[config.mk]
export PLATFORM = sky130hd
export DESIGN_NAME = sdram_col_burst_gen
export DESIGN_NICKNAME = d
export VERILOG_FILES = /design/src/rtl/sdram_burst_pkg.sv /design/src/rtl/sdram_burst_ctrl.sv /design/src/rtl/sdram_burst_dp.sv /design/src/rtl/sdram_col_burst_gen.sv
export SDC_FILE = /design/constraint.sdc
export NUM_CORES = 1
export LEC_CHECK = 0
export BUFFER_PORTS_ARGS = -buffer_cell sky130_fd_sc_hd__buf_2
export CORE_ASPECT_RATIO = 1.1
export CORE_MARGIN = 2
export CORE_UTILIZATION = 33
export CTS_CLUSTER_DIAMETER = 80
export DETAILED_ROUTE_END_ITERATION = 10
export SLEW_MARGIN = 40
export SYNTH_ARGS = -nofsm -noshare
export SYNTH_HDL_FRONTEND = slang
export SYNTH_SLANG_ARGS = --single-unit
[constraint.sdc]
create_clock -name clk -period 3.4 [get_ports clk]
set_clock_uncertainty 0.2 [all_clocks]
set_input_delay 0.17 -clock clk [delete_from_list [all_inputs] [get_ports clk]]
set_output_delay 0.17 -clock clk [all_outputs]
set_load 0.02 [all_outputs]
[src/rtl/sdram_burst_pkg.sv]
package sdram_burst_pkg;

  localparam int MODE_W      = 10;
  localparam int ORDER_BIT   = 3;
  localparam int WSINGLE_BIT = 9;

  typedef struct packed {
    logic       fullPage;
    logic [1:0] lenLog;
  } len_cfg_t;

  // Strobes the control sends to the datapath.
  typedef struct packed {
    logic       loadStart;
    logic       interleave;
    logic       fullPage;
    logic [1:0] lenLog;
  } burst_strobe_t;

  function automatic len_cfg_t decodeLen(input logic [2:0] code);
    len_cfg_t cfg;
    cfg = '0;
    case (code)
      3'b001:  cfg.lenLog = 2'd1;
      3'b010:  cfg.lenLog = 2'd2;
      3'b011:  cfg.lenLog = 2'd3;
      3'b111:  cfg.fullPage = 1'b1;
      default: cfg.lenLog = 2'd0;
    endcase
    return cfg;
  endfunction

endpackage

[src/rtl/sdram_burst_ctrl.sv]
module sdram_burst_ctrl
  import sdram_burst_pkg::*;
#(
  parameter int COL_W = 8
) (
  input  logic                 clk,
  input  logic                 rstN,
  input  logic [MODE_W-1:0]    modeWord,
  input  logic                 cmdValid,
  input  logic                 cmdWrite,
  input  logic                 stopReq,
  output burst_strobe_t        strb,
  output logic [COL_W-1:0]     beatCnt,
  output logic                 burstActive,
  output logic                 lastBeat
);

  logic             activeQ;
  logic [COL_W-1:0] cntQ;
  logic             fullQ;
  logic             intlQ;
  logic [1:0]       lenLogQ;
  logic [COL_W-1:0] endCnt;
  len_cfg_t         newCfg;
  logic             newIntl;

  always_comb begin
    newCfg = decodeLen(modeWord[2:0]);
    if (cmdWrite && modeWord[WSINGLE_BIT]) begin
      newCfg = '0;
    end
    newIntl = modeWord[ORDER_BIT] && !newCfg.fullPage && (newCfg.lenLog >= 2'd2);
  end

  assign endCnt      = COL_W'((32'd1 << lenLogQ) - 32'd1);
  assign lastBeat    = activeQ && !fullQ && (cntQ == endCnt);
  assign burstActive = activeQ;
  assign beatCnt     = cntQ;

  always_comb begin
    strb.loadStart  = cmdValid;
    strb.interleave = intlQ;
    strb.fullPage   = fullQ;
    strb.lenLog     = lenLogQ;
  end

  always_ff @(posedge clk) begin
    if (!rstN) begin
      activeQ <= 1'b0;
      cntQ    <= '0;
      fullQ   <= 1'b0;
      intlQ   <= 1'b0;
      lenLogQ <= 2'd0;
    end else if (cmdValid) begin
      activeQ <= 1'b1;
      cntQ    <= '0;
      fullQ   <= newCfg.fullPage;
      intlQ   <= newIntl;
      lenLogQ <= newCfg.lenLog;
    end else if (stopReq || lastBeat) begin
      activeQ <= 1'b0;
    end else if (activeQ) begin
      cntQ <= cntQ + 1'b1;
    end
  end

endmodule

[src/rtl/sdram_burst_dp.sv]
module sdram_burst_dp
  import sdram_burst_pkg::*;
#(
  parameter int COL_W = 8
) (
  input  logic                 clk,
  input  logic                 rstN,
  input  burst_strobe_t        strb,
  input  logic [COL_W-1:0]     beatCnt,
  input  logic [COL_W-1:0]     cmdCol,
  output logic [COL_W-1:0]     colAddr
);

  logic [COL_W-1:0] startQ;
  logic [COL_W-1:0] wrapMask;
  logic [COL_W-1:0] lowPart;

  always_ff @(posedge clk) begin
    if (!rstN) begin
      startQ <= '0;
    end else if (strb.loadStart) begin
      startQ <= cmdCol;
    end
  end

  assign wrapMask = strb.fullPage ? '1 : COL_W'((32'd1 << strb.lenLog) - 32'd1);

  generate
    if (COL_W >= 3) begin : g_order
      assign lowPart = strb.interleave ? (startQ ^ beatCnt) : (startQ + beatCnt);
    end else begin : g_seq_only
      assign lowPart = startQ + beatCnt;
    end
  endgenerate

  assign colAddr = (startQ & ~wrapMask) | (lowPart & wrapMask);

endmodule

[src/rtl/sdram_col_burst_gen.sv]
module sdram_col_burst_gen
  import sdram_burst_pkg::*;
#(
  parameter int NUM_COLS = 256,
  localparam int COL_W   = $clog2(NUM_COLS)
) (
  input  logic                 clk,
  input  logic                 rstN,
  input  logic [MODE_W-1:0]    modeWord,
  input  logic                 cmdValid,
  input  logic                 cmdWrite,
  input  logic [COL_W-1:0]     cmdCol,
  input  logic                 stopReq,
  output logic [COL_W-1:0]     colAddr,
  output logic                 burstActive,
  output logic                 lastBeat
);

  burst_strobe_t    strb;
  logic [COL_W-1:0] beatCnt;

  sdram_burst_ctrl #(.COL_W(COL_W)) ctrl_i (
    .clk(clk), .rstN(rstN), .modeWord(modeWord), .cmdValid(cmdValid),
    .cmdWrite(cmdWrite), .stopReq(stopReq), .strb(strb), .beatCnt(beatCnt),
    .burstActive(burstActive), .lastBeat(lastBeat)
  );

  sdram_burst_dp #(.COL_W(COL_W)) dp_i (
    .clk(clk), .rstN(rstN), .strb(strb), .beatCnt(beatCnt),
    .cmdCol(cmdCol), .colAddr(colAddr)
  );

endmodule

**After elaboration in Yosys (flattened, before gate mapping)**

Index checks and enable logic that the tools add are counted.

- $lt $le $gt $ge: 1
- Reductions and logical operators: 11
- Bitwise logic cells: 7
- Muxes and demuxes: 7
- Equality and inequality tests: 5
- $add $sub $neg: 3
- Shift operators: 1

Operator list:

| cell | number |
|---|---|
| AND 8 bit | 2 |
| 2-to-1 mux 8 bit | 2 |
| adder 8 x 1 -> 8 bit, second input constant | 1 |
| adder 8 bit | 1 |
| == test 8 bit | 1 |
| inverter 8 bit | 1 |
| OR 8 bit | 1 |
| << shifter 1 x 2 -> 8 bit, first input constant | 1 |
| subtractor 8 x 1 -> 8 bit, second input constant | 1 |
| XOR 8 bit | 1 |
| == test 3 x 2 -> 1 bit, second input constant | 2 |
| one-hot mux 2 bit (3 select lines) | 1 |
| logical AND 1 bit | 5 |
| == test 3 x 1 -> 1 bit, second input constant | 1 |
| == test 3 bit, second input constant | 1 |
| 2-to-1 mux 1 bit | 3 |
| 2-to-1 mux 3 bit | 1 |
| greater-or-equal comparator 2 bit, second input constant | 1 |
| logical NOT 1 bit | 2 |
| inverter 1 bit | 2 |
| AND reduction 2 bit | 1 |
| nonzero test 2 bit | 1 |
| OR reduction 2 bit | 1 |
| logical OR 1 bit | 1 |

- Register bits after elaboration: 21
- Input bits: 23
- Output and inout port bits: 10
- Logic and storage cells: 41

**Logic depth before layout (Yosys ltp)**

Gate-level depths: netlist of the first run.

- Word-level depth: 7
- Gate-level depth with buffers: 8
- Depth with buffers taken out: 8

**Modules after synthesis**

Synthesis of the first run repeated with hierarchy kept, for this count alone.

- Cells, all modules: 170
- Area total of the unflattened synthesis: 1486.4 um^2

By module, submodules not included:

| module | cells each | instances | area each (um^2) | seq. area each (um^2) |
|---|---|---|---|---|
| sdram_burst_dp | 94 | 1 | 783.3 | 160.2 |
| sdram_burst_ctrl | 76 | 1 | 703.2 | 260.2 |

**Least setup slack after synthesis of the first run**

Ideal clock, no wire load.

- Path type: register -> output
- From: register ctrl_i.cntQ[0] (netlist: ctrl_i.beatCnt[0])
- To: output port colAddr[6]
- Buffers on the path: 0
- Arrival time: 2.150 ns
- Path slack: 0.880 ns
- Cell stages (with the launch flop): 9
- Data required time: 3.030 ns
- Cells stage by stage: dfxtp_1 > ha_1 > inv_1 > fa_1 > nor2b_1 > o21ai_0 > a211oi_1 > nor3_1 > o31ai_1

- Word-level cells in the longest chain between the ends: 4

Ends and longest elaborated chain:

| item | line | text |
|---|---|---|
| from (decl) | sdram_burst_ctrl.sv:19 | `logic [COL_W-1:0] cntQ;` |
| from (signal assigned) | sdram_burst_ctrl.sv:63 | `cntQ <= cntQ + 1'b1;` |
| adder 8 bit | sdram_burst_dp.sv:30 | `assign lowPart = strb.interleave ? (startQ ^ beatCnt) : (startQ + beatCnt);` |
| 2-to-1 mux 8 bit | sdram_burst_dp.sv:30 |  |
| AND 8 bit | sdram_burst_dp.sv:36 | `assign colAddr = (startQ & ~wrapMask) \| (lowPart & wrapMask);` |
| OR 8 bit | sdram_burst_dp.sv:36 |  |
| to (decl) | sdram_col_burst_gen.sv:14 | `output logic [COL_W-1:0] colAddr,` |

No other way between the ends.

**Final worst setup path of the first run**

Same ends and word-level chain as after synthesis.

==> results.md, run 1 <==
| Group | Item | Reported |
|---|---|---|
| floorplanning | Row cnt | 25 |
| final layout | Layout cells sized above 1 | 18.7% |
| synthesis | Synth Area in Simple Gates | 24.5% |
| sta | Final count of hold timing violations | 0 |
| grt | Gr usage total | 14.8% |
| grt | Number of global-route vias before repair | 1259 |
| final layout | Antenna fix cells | 0 |
| synthesis | Adder and majority gate portion of the synthesized area | 9.97% |
| synthesis | Register area share after synthesis | 28.9% |
| synthesis | Most frequently used flop master after synthesis | sky130_fd_sc_hd__dfxtp_1 |
| floorplanning | Die X | 67.3 µm |
| critical path | Crit end category | output pin |
| critical path | CP Data Arrival Time | 2570 ps |
| floorplanning | Starting density of the core | 34.2% |
| synthesis | Post-Synthesis Cells | 174 |
| critical path | Crit Path Max Fanout | 9 |
| critical path | Worst setup path class | reg2out |
| route | Drt drc | 0 |
| floorplanning | Die area | 4960 µm² |
| sta | Least-Margin Pin Slew | 655 ps |
| floorplanning | Area of the core region | 4250 µm² |
| pwr | Proportion of total power due to net switching | 28.0% |
| pwr | Leakage power of the design | 0.744 nW |
| route | Vias per inst | 5.00 |
| synthesis | Multiplexer share of the synthesized area | 8.43% |
| sta | Final setup vio count | 0 |
| synthesis | Number of flops mapped to enable cells by yosys | 0 |
| pwr | Internal Pwr Total | 0.386 mW |
| synthesis | Nets in the synthesized netlist | 208 |
| synthesis | Async set or reset register ratio after synthesis | 0% |
| synthesis | Register bit total from synthesis | 21 |
| clocking | Resize count post-CTS | 0 |
| route | Number of detailed-routing iterations run before antenna repair | 4 |
| synthesis | Post-Syn Area per Cell | 8.36 µm² |
| grt | Antenna violations before repair | 0 |
| sta | Clock period minus final worst setup slack | 2940 ps |
| worst hold path | Worst min path class | in2reg |
| sta | Fin crit share | 86.6% |
| grt | Total congestion overflow | 0 |
| clocking | Clock latency at the later pin of the worst-skew pair | 270 ps |
| synthesis | Largest family of logic cells by synthesized area | simple AND/OR/NAND/NOR gates |
| clocking | Clk root buf | sky130_fd_sc_hd__clkbuf_8 |
| clocking | Post-CTS setup buffer count | 0 |
| final layout | Most frequent standard cell in the layout excluding fill and tap cells | sky130_fd_sc_hd__buf_2 |
| synthesis | Count of unique library cells instantiated by Yosys | 42 |
| critical path | Startpoint class of the critical path | flop |
| final layout | Commonest cells after routing, fill and taps aside | 27 x sky130_fd_sc_hd__buf_2, 21 x sky130_fd_sc_hd__dfxtp_1, 16 x sky130_fd_sc_hd__nor2_1 |
| synthesis | Complex-gate fraction of the synthesized area | 18.3% |
| clocking | Number of hold buffers added after CTS | 9 |
| critical path | RR Startpoint | ctrl_i.lenLogQ[1] |
| final layout | Area growth from synthesis to layout | 21.5% |
| worst hold path | Startpoint of the worst hold path | rstN |
| clocking | Maximum number of buffers from clock root to sink | 2 |
| final layout | Fillcell total | 473 |
| grt | Wire length of the first global-routing pass | 5650 µm |
| placement | Post-DP HPWL | 2410 µm |
| clocking | Clock slew seen by the registers of the worst setup and hold paths | 80 ps |
| clocking | Total clock sinks | 21 |
| pwr | Total power density per cell area | 303 nW/µm² |
| floorplanning | Die outline height | 73.6 µm |
| pwr | Clock network fraction of design power | 31.6% |
| clocking | Num CTS Buffers | 3 |
| critical path | Required time worst endpoint | 3030 ps |
| route | Remaining number of nets flagged by the antenna check after routing | 0 |
| placement | Routability congestion estimate | 0.822 |
| run | Max Cap Violations | 0 |
| final layout | Number of nets in the layout | 244 |
| route | Total wire length | 3200 µm |
| synthesis | Synth Area in XOR/XNOR | 6.02% |
| synthesis | Yosys warns | 0 |
| sta | Number of max-slew violations in the final report | 0 |
| sta | Setup Total Neg Slack | 0 ps |
| placement | I/O Buffers | 27 |
| sta | Max-slew headroom | 56.4% |
| final layout | Final core area utilization | 41.6% |
| status | Outcome | completed |
| pwr | Sequential fraction of design power | 49.1% |
| clocking | CTS tree | yes |
| route | Iter 0 DRT Violations | 36 |
| pwr | Worst IR Drop VDD | 0.000139 V |
| grt | Pin count of the biggest net entering global routing | 15 |
| synthesis | Total standard cell area after synthesis | 1460 µm² |
| route | Via count | 1316 |
| sta | Maximum clock frequency | 340 MHz |
| clocking | CTS H-Tree Depth | 1 |
| pwr | Fraction of power consumed by combinational cells | 19.3% |
| sta | Unrepaired setup endpoints after global routing | false |
| pwr | Net switching power figure | 0.150 mW |
| floorplanning | I/O Pins | 33 |
| critical path | Critical Path Start | ctrl_i.beatCnt[0] |
| route | Wire per inst | 12.2 µm |
metrics by stage:
step | cell area (µm²) | instances | power, mW | hold slack (ps) | setup WS (ps)
after floorplan | 1460 | 174 | 0.336 | 98.2 | 880
after detailed placement | 1630 | 250 | 0.365 | 236 | 787
after global routing | 1770 | 263 | 0.565 | 58.4 | 301
after CTS | 1770 | 263 | 0.544 | 36.1 | 462
after global placement | 1630 | 250 | 0.364 | 229 | 797
final | 1770 | 263 | 0.535 | 38.4 | 455
path summary, 6_finish.rpt:
check	slack [ps]	depth (start not counted)	end
setup / recovery	460	9	colAddr[6]
hold / removal	40	2	ctrl_i.burstActive
setup reg to reg	1090	6	ctrl_i.beatCnt[0]
hold reg to reg	340	2	dp_i.startQ[1]
routing by layer:
| metal | vias up | track usage (%) | routed length, µm |
|---|---|---|---|
| met4 | 0 | 5.90 | 52 |
| li1 | 689 | - | - |
| met3 | 4 | 1.84 | 91 |
| met2 | 23 | 24.1 | 1560 |
| met1 | 600 | 19.9 | 1490 |
| met5 | - | 0 | 0 |
Yosys cell counts (all sizes together) (3+ instances only):
| master | instances | share of area (%) |
|---|---|---|
| a2111oi | 3 | 3.1 |
| inv | 8 | 2.1 |
| xor2 | 5 | 3.0 |
| nor2 | 16 | 4.1 |
| o21ai | 13 | 4.7 |
| nand3 | 5 | 1.7 |
| nor2b | 14 | 6.0 |
| or3 | 6 | 3.1 |
| xnor2 | 5 | 3.0 |
| dfxtp | 21 | 29 |
| nand2 | 10 | 2.6 |
| clkbuf | 3 | 0.77 |
| mux2i | 10 | 6.9 |
| ha | 10 | 8.6 |
| a21oi | 14 | 4.8 |
registers in the layout, summed over array words and instances, names as in the netlist:
register and flops:
dp_i.startQ 8, ctrl_i.beatCnt 8, ctrl_i.fullQ 1, ctrl_i.intlQ 1
ctrl_i.burstActive 1, ctrl_i.lenLogQ 2
kinds of logic (layout without fill, tap and decap cells):
group | after synthesis | in the layout
simple gates | 66 | 66
xor+xnor | 10 | 10
fa+ha+maj | 11 | 11
buf+inv | 13 | 48
flops | 21 | 21
mux | 12 | 12
compound gates | 41 | 41
layout make-up:
class / count / area [µm²] / share of cell area (%)
clock inverter: 1 / 5.00 / 0.283
tap: 54 / 67.6 / 3.82
multi-input combinational: 140 / 978 / 55.3
inverter: 8 / 30.0 / 1.70
clock buffer: 3 / 41.3 / 2.34
timing repair buffer: 36 / 225 / 12.7
sequential: 21 / 420 / 23.8
critical path, cell delays in order, from the launching register on:
cell and delay [ps]:
sky130_fd_sc_hd__dfxtp_1 510, sky130_fd_sc_hd__ha_1 260, sky130_fd_sc_hd__inv_1 70, sky130_fd_sc_hd__fa_1 400
sky130_fd_sc_hd__nor2b_1 120, sky130_fd_sc_hd__o21ai_0 110, sky130_fd_sc_hd__a211oi_1 350, sky130_fd_sc_hd__nor3_1 100
sky130_fd_sc_hd__o31ai_1 190, sky130_fd_sc_hd__buf_2 200
power groups by stage:
stage	logic [mW]	clock network (mW)	registers, mW
after floorplan	0.0704	0	0.266
after global placement	0.0949	0	0.269
after detailed placement	0.0965	0	0.269
after CTS	0.104	0.177	0.263
after global routing	0.116	0.185	0.264
final	0.103	0.169	0.263
Note: power is estimated with default switching activity, not from simulation.
==> inputs of run 2 (changes only) <==
--- a/config.mk
+++ b/config.mk
@@ -5,6 +5,7 @@
 export SDC_FILE = /design/constraint.sdc
 export NUM_CORES = 1
 export LEC_CHECK = 0
+export ABC_AREA = 1
 export BUFFER_PORTS_ARGS = -buffer_cell sky130_fd_sc_hd__buf_2
 export CORE_ASPECT_RATIO = 1.1
 export CORE_MARGIN = 2
==> results.md, run 2 <==
| Group | Item | Reported | vs previous |
|---|---|---|---|
| status | Outcome | completed |  |
| critical path | CP Data Arrival Time | 2170 ps | -400 ps |
| grt | Gr usage total | 16.6% | +1.7 points |
| pwr | Leakage power of the design | 0.932 nW | +25% |
| sta | Clock period minus final worst setup slack | 2540 ps | -403 ps |
| synthesis | Nets in the synthesized netlist | 270 | +30% |
| pwr | Worst IR Drop VDD | 0.000179 V | +28% |
| placement | Post-DP HPWL | 2870 µm | +19% |
| floorplanning | I/O Pins | 33 | unchanged |
| clocking | Num CTS Buffers | 3 | unchanged |
| placement | I/O Buffers | 27 | unchanged |
| final layout | Area growth from synthesis to layout | 23.7% |  |
| clocking | CTS tree | yes |  |
| grt | Pin count of the biggest net entering global routing | 16 | +1 |
| final layout | Commonest cells after routing, fill and taps aside | 75 x sky130_fd_sc_hd__nand2_1, 27 x sky130_fd_sc_hd__buf_2, 24 x sky130_fd_sc_hd__nand3_1 |  |
| critical path | Crit Path Max Fanout | 5 | -4 |
| clocking | Clock slew seen by the registers of the worst setup and hold paths | 80 ps | about the same |
| final layout | Number of nets in the layout | 310 | +27% |
| critical path | Worst setup path class | reg2out |  |
| final layout | FF+latch area | 420 µm² | unchanged |
| sta | Final setup vio count | 0 | unchanged |
| sta | Max-slew headroom | 64.8% | +8.5 points |
| synthesis | Register area share after synthesis | 28.2% | -0.73 points |
| route | Total wire length | 3810 µm | +19% |
| grt | Antenna violations before repair | 0 | unchanged |
| grt | Total congestion overflow | 0 | unchanged |
| floorplanning | Die X | 68.1 µm | +1.2% |
| pwr | Tot Pwr | 0.545 mW | +1.8% |
| final layout | Footprint of the multi-input gates | 937 µm² | -4.2% |
| grt | Wire length of the first global-routing pass | 6380 µm | +13% |
| sta | Maximum clock frequency | 393 MHz | +16% |
| synthesis | Post-Syn Area per Cell | 6.32 µm² | -24% |
| synthesis | Yosys warns | 0 | unchanged |
| synthesis | Count leader, synth | sky130_fd_sc_hd__nand2_1 |  |
| run | Max Cap Violations | 0 | unchanged |
| floorplanning | Die outline height | 74.5 µm | +1.2% |
| final layout | Fillcell total | 490 | +3.6% |
| synthesis | Count of unique library cells instantiated by Yosys | 27 | -36% |
| clocking | CTS H-Tree Depth | 1 | unchanged |
| route | Via count | 1614 | +23% |
| synthesis | Most common library cells after synthesis | 75 x sky130_fd_sc_hd__nand2_1, 24 x sky130_fd_sc_hd__nand3_1, 21 x sky130_fd_sc_hd__dfxtp_1 |  |
| worst hold path | Worst min path class | in2reg |  |
| sta | Setup Total Neg Slack | 0 ps | unchanged |
| clocking | Clock latency at the later pin of the worst-skew pair | 270 ps | about the same |
| floorplanning | Area of the core region | 4320 µm² | +1.5% |
| sta | Least-Margin Pin Slew | 526 ps | -129 ps |
| final layout | Final core area utilization | 42.8% | +1.2 points |
| route | Wire per inst | 11.6 µm | -4.7% |
| critical path | Crit end category | output pin |  |
| synthesis | Share of the synthesized area in the top cell type | 28.2% | -0.73 points |
| clocking | Clk root buf | sky130_fd_sc_hd__clkbuf_8 |  |
| route | Number of detailed-routing iterations run before antenna repair | 4 | unchanged |
| synthesis | Async set or reset register ratio after synthesis | 0% | unchanged |
| grt | Number of global-route vias before repair | 1428 | +13% |
| final layout | Antenna fix cells | 0 | unchanged |
| pwr | Total power density per cell area | 295 nW/µm² | -2.5% |
| critical path | Required time worst endpoint | 3030 ps | about the same |
| sta | Final count of hold timing violations | 0 | unchanged |
| final layout | Layout cells sized above 1 | 16.7% | -1.9 points |
| synthesis | Most frequently used flop master after synthesis | sky130_fd_sc_hd__dfxtp_1 |  |
| synthesis | Synth area leaders | sky130_fd_sc_hd__dfxtp_1 28%, sky130_fd_sc_hd__nand2_1 19%, sky130_fd_sc_hd__ha_1 8.4%, sky130_fd_sc_hd__nand3_1 8.0%, sky130_fd_sc_hd__inv_1 5.0% |  |
| synthesis | Number of flops mapped to enable cells by yosys | 0 | unchanged |
| placement | Routability congestion estimate | 0.832 | +1.2% |
| route | Remaining number of nets flagged by the antenna check after routing | 0 | unchanged |
| synthesis | Register bit total from synthesis | 21 | unchanged |
| synthesis | Library cell with the largest summed area after synthesis | sky130_fd_sc_hd__dfxtp_1 |  |
| final layout | Most frequent standard cell in the layout excluding fill and tap cells | sky130_fd_sc_hd__nand2_1 |  |
| synthesis | Total standard cell area after synthesis | 1490 µm² | +2.6% |
| floorplanning | Starting density of the core | 34.6% | +0.37 points |
| critical path | Startpoint class of the critical path | flop |  |
| sta | Fin crit share | 74.7% | -12 points |
| floorplanning | Die area | 5080 µm² | +2.4% |
| floorplanning | Row cnt | 25 | unchanged |
| sta | Number of max-slew violations in the final report | 0 | unchanged |
| clocking | Post-CTS setup buffer count | 0 | unchanged |
| route | Drt drc | 0 | unchanged |
| route | Iter 0 DRT Violations | 102 | +180% |
| synthesis | Post-Synthesis Cells | 236 | +36% |
| route | Vias per inst | 4.91 | -2.0% |
| clocking | Maximum number of buffers from clock root to sink | 2 | unchanged |
| sta | Unrepaired setup endpoints after global routing | false |  |
| clocking | Total clock sinks | 21 | unchanged |
## run 2: cell families (layout without fill, tap and decap cells)
family          count (synthesis)  after routing  share of synthesized area (%)
simple gates                  136            136                           40.4
xor+xnor                        4              4                           2.35
flops                          21             21                           28.2
buf+inv                        36             75                           9.05
fa+ha+maj                      11             11                           9.72
compound gates                 28             28                           10.3
## run 2: worst paths after layout
kind	start	to	slack (ps)	cells past startpoint
max	ctrl_i.beatCnt[0]	colAddr[6]	860	9
min	cmdCol[7]	dp_i.startQ[7]	20	3
min reg2reg	dp_i.startQ[3]	dp_i.startQ[3]	280	2
max reg2reg	ctrl_i.lenLogQ[0]	ctrl_i.beatCnt[6]	1450	13
## run 2: cell type report
cell class / count / area share, %
Multi-Input combinational cell: 179 / 50.7
Sequential cell: 21 / 22.8
Timing Repair Buffer: 39 / 13.8
Inverter: 32 / 6.50
Tap cell: 54 / 3.66
Clock buffer: 3 / 2.24
Clock inverter: 1 / 0.271
## run 2: power by group
part | leakage, nW | internal, mW | switching (mW)
logic | 0.735 | 0.0442 | 0.0669
registers | 0.171 | 0.254 | 0.00786
clock network | 0.0255 | 0.0819 | 0.0902
total | 0.932 | 0.380 | 0.165
## run 2: repair_timing
item	4_1_cts	5_1_grt
gates resized for setup	0	0
endpoints found under the hold margin	10	0
hold buffers	12	0
## run 2: through the flow
| stage | worst slack [ps] | hold WS (ps) | std cells | area (µm²) |
|---|---|---|---|---|
| floorplan | 1410 | 79.7 | 236 | 1490 |
| global placement | 1160 | 193 | 313 | 1680 |
| detailed placement | 1150 | 198 | 313 | 1680 |
| CTS | 834 | 12.6 | 329 | 1850 |
| global route | 712 | 42.2 | 329 | 1850 |
| finish | 859 | 17.1 | 329 | 1850 |
## run 2: critical path, cell delays in order (launching register included)
cell                       delay [ps]
sky130_fd_sc_hd__dfxtp_1          440
sky130_fd_sc_hd__ha_1             210
sky130_fd_sc_hd__inv_1             60
sky130_fd_sc_hd__fa_1             390
sky130_fd_sc_hd__o21ai_1          240
sky130_fd_sc_hd__nand4_1          150
sky130_fd_sc_hd__nand3b_1         120
sky130_fd_sc_hd__nand3_1           70
sky130_fd_sc_hd__nand2_1           50
sky130_fd_sc_hd__buf_2            150
## run 2: layer usage
layer,track usage (%),up-vias,wire length [µm]
li1,-,851,-
met1,22.3,727,1860
met3,2.57,5,134
met2,27.0,31,1780
met4,5.78,0,46
met5,0,-,0
